--- src/rtl/tt_pkg.sv ---
package tt_pkg;
  // Number of timers in the block; index 0 is the one-shot, 1 the periodic.
  localparam int unsigned NUM_TIMERS = 2;
  // Legal access size in bytes.
  localparam logic [2:0] FULL_WORD = 3'd4;

  typedef struct packed {
    logic wr_ok;   // legal write
    logic rd_ok;   // legal read
    logic bad;     // size error
  } acc_kind_t;
endpackage

--- src/rtl/tt_counter.sv ---
module tt_counter #(
  parameter int unsigned W        = 32,
  parameter bit          PERIODIC = 1'b0
) (
  input  logic         clk,
  input  logic         rst,
  input  logic         tick_en,
  input  logic         load,
  input  logic [W-1:0] load_val,
  output logic [W-1:0] ctrl_o,
  output logic [W-1:0] rem_o,
  output logic         fire_o
);
  localparam logic [W-1:0] ONE = W'(1);

  logic [W-1:0] ctrl_q, rem_q;
  logic         fire_q;
  logic         last_tick;

  assign last_tick = tick_en && (rem_q == ONE);

  always_ff @(posedge clk) begin
    if (rst) begin
      ctrl_q <= '0;
      rem_q  <= '0;
      fire_q <= 1'b0;
    end else if (load) begin
      // a write cancels the pending count and beats a coincident expiry
      ctrl_q <= load_val;
      rem_q  <= load_val;
      fire_q <= 1'b0;
    end else begin
      fire_q <= last_tick;
      if (tick_en && rem_q != '0) begin
        if (rem_q == ONE) begin
          if (PERIODIC) begin
            rem_q <= ctrl_q;
          end else begin
            rem_q  <= '0;
            ctrl_q <= '0;
          end
        end else begin
          rem_q <= rem_q - ONE;
        end
      end
    end
  end

  assign ctrl_o = ctrl_q;
  assign rem_o  = rem_q;
  assign fire_o = fire_q;
endmodule

--- src/rtl/tt_regif.sv ---
module tt_regif
  import tt_pkg::*;
#(
  parameter int unsigned W      = 32,
  parameter int unsigned ADDR_W = 6,
  parameter int unsigned BASE   = 32,
  parameter int unsigned STRIDE = 8,
  parameter int unsigned NT     = NUM_TIMERS
) (
  input  logic              clk,
  input  logic              rst,
  input  logic              req,
  input  logic              we,
  input  logic [ADDR_W-1:0] addr,
  input  logic [2:0]        size,
  input  logic [W-1:0]      ctrl_i [NT],
  input  logic [W-1:0]      rem_i  [NT],
  output logic [NT-1:0]     load_o,
  output logic [W-1:0]      rdata,
  output logic              rvalid,
  output logic              err
);
  acc_kind_t    kind;
  logic [W-1:0] rd_mux;

  always_comb begin
    kind.bad   = req && (size != FULL_WORD);
    kind.wr_ok = req && we  && !kind.bad;
    kind.rd_ok = req && !we && !kind.bad;
  end

  always_comb begin
    rd_mux = '0;
    load_o = '0;
    for (int i = 0; i < int'(NT); i++) begin
      if (addr == ADDR_W'(BASE + STRIDE * i)) begin
        rd_mux    = ctrl_i[i];
        load_o[i] = kind.wr_ok;
      end
      if (addr == ADDR_W'(BASE + STRIDE * i + 4)) begin
        rd_mux = rem_i[i];
      end
    end
  end

  always_ff @(posedge clk) begin
    if (rst) begin
      rdata  <= '0;
      rvalid <= 1'b0;
      err    <= 1'b0;
    end else begin
      rvalid <= req && !we;
      err    <= kind.bad;
      rdata  <= kind.rd_ok ? rd_mux : '0;
    end
  end
endmodule

--- src/rtl/tick_timer_pair.sv ---
module tick_timer_pair
  import tt_pkg::*;
#(
  parameter int unsigned W      = 32,
  parameter int unsigned ADDR_W = 6,
  parameter int unsigned BASE   = 32,
  parameter int unsigned STRIDE = 8
) (
  input  logic              clk,
  input  logic              rst,
  input  logic              tick_en,
  input  logic              req,
  input  logic              we,
  input  logic [ADDR_W-1:0] addr,
  input  logic [2:0]        size,
  input  logic [W-1:0]      wdata,
  output logic [W-1:0]      rdata,
  output logic              rvalid,
  output logic              err,
  output logic              os_fire,
  output logic              pd_fire
);
  localparam int unsigned NT = NUM_TIMERS;

  logic [W-1:0]  ctrl_w [NT];
  logic [W-1:0]  rem_w  [NT];
  logic [NT-1:0] load_w;
  logic [NT-1:0] fire_w;

  tt_regif #(
    .W(W), .ADDR_W(ADDR_W), .BASE(BASE), .STRIDE(STRIDE), .NT(NT)
  ) u_regif (
    .clk(clk), .rst(rst), .req(req), .we(we), .addr(addr), .size(size),
    .ctrl_i(ctrl_w), .rem_i(rem_w), .load_o(load_w),
    .rdata(rdata), .rvalid(rvalid), .err(err)
  );

  for (genvar g = 0; g < int'(NT); g++) begin : g_tmr
    tt_counter #(.W(W), .PERIODIC(g != 0)) u_cnt (
      .clk(clk), .rst(rst), .tick_en(tick_en),
      .load(load_w[g]), .load_val(wdata),
      .ctrl_o(ctrl_w[g]), .rem_o(rem_w[g]), .fire_o(fire_w[g])
    );
  end

  // named views for the checker
  logic [W-1:0] os_ctrl_v, os_rem_v, pd_ctrl_v, pd_rem_v;
  assign os_ctrl_v = ctrl_w[0];
  assign os_rem_v  = rem_w[0];
  assign pd_ctrl_v = ctrl_w[1];
  assign pd_rem_v  = rem_w[1];

  assign os_fire = fire_w[0];
  assign pd_fire = fire_w[1];
endmodule

--- config.mk ---
export PLATFORM = sky130hd
export DESIGN_NAME = tick_timer_pair
export DESIGN_NICKNAME = d
export VERILOG_FILES = /design/src/rtl/tt_pkg.sv /design/src/rtl/tt_counter.sv /design/src/rtl/tt_regif.sv /design/src/rtl/tick_timer_pair.sv
export SDC_FILE = /design/constraint.sdc
export NUM_CORES = 1
export LEC_CHECK = 0
export ABC_CLOCK_PERIOD_IN_PS = 7100
export BUFFER_PORTS_ARGS = -buffer_cell sky130_fd_sc_hd__buf_2
export CORE_MARGIN = 2
export CORE_UTILIZATION = 60
export DETAILED_ROUTE_END_ITERATION = 7
export PLACE_DENSITY = 0.81
export SLEW_MARGIN = 25
export SYNTH_ARGS = -nofsm -noshare
export SYNTH_HDL_FRONTEND = slang
export SYNTH_SLANG_ARGS = --single-unit
--- constraint.sdc ---
create_clock -name clk -period 7.1 [get_ports clk]
set_input_delay 0.71 -clock clk [delete_from_list [all_inputs] [get_ports clk]]
set_output_delay 0.71 -clock clk [all_outputs]
set_load 0.01 [all_outputs]
==> flow_summary.json <==
{
  "outcome": "complete, no violations",
  "fin_area_um2": 8940,
  "cts_sinks": 164,
  "timing.final.crit_share_pct": 48.1,
  "path_buf_inv": 2,
  "cts.repair.resized": 0,
  "powerDensity_nw_per_um2": 465,
  "p_leak_nw": 3.27,
  "hold_violations": 0,
  "path_cells": "buf_2 > nor3b_1 > nand4_1 > buf_4 > nand2_1 > nand2_1 > o32ai_1",
  "relSlewSlack_pct": 33.7,
  "cp_top_family": "simple AND/OR/NAND/NOR gates",
  "yosysSeqAreaShare_pct": 41.5,
  "avgRoutedWirePerCell_um": 20.7,
  "port_buffers": 81,
  "synthMostInstantiatedCell": "dfxtp_1",
  "synth.top_cell.area_share_pct": 41.5,
  "rrSetupSlack_ns": 3.77,
  "place_congestion": 0.939,
  "busiest_layer": "met1",
  "yosys_warnings": 0,
  "synthTopCellsByArea": "dfxtp_1, a22oi_1, a21oi_1",
  "syn_nets": 1021,
  "critical_path_depth": 7,
  "core_area_um2": 12800,
  "synth_ff_type": "dfxtp_1",
  "synthArstFlopShare_pct": 0,
  "io_pins": 82,
  "cts_buffers": 17,
  "use_met3_pct": 7.18,
  "clockBufferDepth": 2,
  "drive_above_1_share_pct": 14.1,
  "worstReg2RegEnd": "g_tmr[1].u_cnt.rem_o[19]",
  "crit_path_top_delay_cell": "nand2_1",
  "max_freq_mhz": 293,
  "synth_cell_types": 63,
  "endpoint_kind": "register",
  "cp.arrival_ns": 3.75,
  "skew_ns": 0.00690,
  "total_power_mw": 4.16,
  "worst-setup-path-type": "in -> reg",
  "hold_path_class": "reg -> reg",
  "hold_buffers": 0,
  "track_usage_pct": 34.4,
  "root_buffer": "clkbuf_16",
  "syn_inst": 969,
  "antenna_left": 0,
  "crit_fanout": 66,
  "grt_pass1_wl_mm": 38.5,
  "grt_start_max_net_pins": 86,
  "drt-total-wl_mm": 24.5,
  "avgSynthCellArea_um2": 8.17,
  "worst_pin_slew_ns": 0.995,
  "grt.met1_usage_pct": 51.4,
  "path_clk_slew_ns": 0.06,
  "dr.pass1.iters": 6,
  "place_area_um2": 8370,
  "row_count": 41,
  "hold_ws_ns": 0.456,
  "met2_usage_pct": 49.7,
  "overflow": 0,
  "setup_viol": 0,
  "nets": 1055,
  "r2r_cells": 6,
  "r2r-start": "g_tmr[1].u_cnt.rem_o[9]",
  "cp-endpoint": "g_tmr[1].u_cnt.rem_o[19]",
  "critPathMostFrequentCell": "nand2_1",
  "cap_violations": 0,
  "slowest_delay_ns": 0.79,
  "die_area_um2": 14100,
  "die_h_um": 119,
  "via_per_inst": 6.84,
  "startpoint": "size[1]",
  "cts_tree": "yes",
  "crit_required_ns": 7.44,
  "setup_tns_ns": 0,
  "synth_top_area_cell": "dfxtp_1",
  "dieWidth_um": 119,
  "ir_drop_uv": 338,
  "fin_crit_ns": 3.42,
  "grt_setup_unrepaired": "false",
  "htreeDepth": 4,
  "synth_edf_count": 0,
  "grt_pass1_vias": 6921,
  "synth_area_um2": 7920,
  "clkLatencyLatePin_ns": 0.43,
  "ys_seq_elements": 164,
  "drt_iter0_markers": 1261,
  "utilization_pct": 70.0,
  "vias": 8100,
  "drc_errors": 0,
  "slew_violations": 0,
  "place_hpwl_mm": 16.1,
  "antennaDiodeCount": 0,
  "antenna_found_initial": 0,
  "cts_setup_buffers": 0,
  "area_growth_pct": 12.9,
  "synthTopCellsByCount": "dfxtp_1, nand2_1, a21oi_1",
  "start_util_pct": 62.0,
  "start_kind": "input pin"
}
cell type report:
type | count | area, µm²
sequential | 164 | 3280
inverter | 11 | 41.3
clock buffer | 20 | 447
tap | 172 | 215
multi-input combinational | 710 | 4310
fill | 1028 | 3830
clock inverter | 9 | 109
timing repair buffer | 99 | 541
stage by stage:
| step | setup slack [ns] | std cells |
|---|---|---|
| 2_1_floorplan | 4.55 | 969 |
| 3_3_place_gp | 3.45 | 1156 |
| 3_5_place_dp | 3.32 | 1156 |
| 4_1_cts | 3.74 | 1185 |
| 5_1_grt | 3.30 | 1185 |
| 6_report | 3.68 | 1185 |
placed cells by master, fill, tap and decap left out, drive strengths merged, types with 4 or more instances in the layout:
| cell | count |
|---|---|
| a2111oi | 11 |
| a211oi | 15 |
| a21oi | 105 |
| a22o | 18 |
| a22oi | 86 |
| a311oi | 10 |
| a31oi | 12 |
| and2 | 11 |
| and3 | 11 |
| buf | 99 |
| clkbuf | 20 |
| clkinvlp | 4 |
| dfxtp | 164 |
| ha | 6 |
| inv | 11 |
| nand2 | 128 |
| nand3 | 13 |
| nand4 | 6 |
| nor2 | 88 |
| nor3 | 19 |
| nor4 | 18 |
| o211ai | 17 |
| o21a | 5 |
| o21ai | 18 |
| o22ai | 5 |
| o31ai | 14 |
| o32ai | 6 |
| or3 | 13 |
| or4 | 9 |
| xor2 | 20 |
routing by layer:
| layer | up-vias | routed length [µm] |
|---|---|---|
| met5 | - | 0 |
| met4 | 0 | 453 |
| met3 | 51 | 3060 |
| met2 | 512 | 10700 |
| met1 | 3851 | 10300 |
| li1 | 3686 | - |
power breakdown:
part | internal [mW] | switching, mW | total [mW] | leakage, nW
registers | 1.09 | 0.239 | 1.33 | 1.33
clock network | 0.519 | 0.368 | 0.887 | 0.260
logic | 0.715 | 1.23 | 1.94 | 1.69
total | 2.32 | 1.83 | 4.16 | 3.27
worst reg2reg max path, delay by kind of cell, from the launching register on:
family / cells / cell delay [ns]
DFF: 1 / 0.38
AOI/OAI and AO/OA: 2 / 0.42
and+or+nand+nor: 4 / 2.39
cells by family after synthesis:
logic type	count (synthesis)	synth area share [%]
AO/OA/AOI/OAI	347	30.2
XOR/XNOR	22	2.43
adder cells (fa/ha/maj)	6	0.948
buffers and inverters	95	4.69
flip-flops	164	41.5
AND/OR/NAND/NOR	335	20.3
how the worst min path moves through the flow:
stage | from | endpoint | slack, ns | depth (start not counted)
2_1_floorplan | g_tmr[0].u_cnt.ctrl_o[0] | g_tmr[0].u_cnt.ctrl_o[0] | 0.44 | 2
5_1_grt | g_tmr[0].u_cnt.ctrl_o[2] | g_tmr[0].u_cnt.ctrl_o[2] | 0.48 | 2
6_report | g_tmr[0].u_cnt.ctrl_o[29] | g_tmr[0].u_cnt.ctrl_o[29] | 0.46 | 2
3_5_place_dp | g_tmr[0].u_cnt.ctrl_o[2] | g_tmr[0].u_cnt.ctrl_o[2] | 0.45 | 2
3_3_place_gp | g_tmr[0].u_cnt.ctrl_o[29] | g_tmr[0].u_cnt.ctrl_o[29] | 0.44 | 2
4_1_cts | g_tmr[0].u_cnt.ctrl_o[2] | g_tmr[0].u_cnt.ctrl_o[2] | 0.46 | 2
state kept, by name, summed over array words and instances, names as in the netlist:
signal              count
u_regif.err             1
g_tmr.u_cnt.rem_o      64
g_tmr.u_cnt.ctrl_o     64
u_regif.rdata          32
g_tmr.u_cnt.fire_o      2
u_regif.rvalid          1
(Power assumes the default switching activity.)
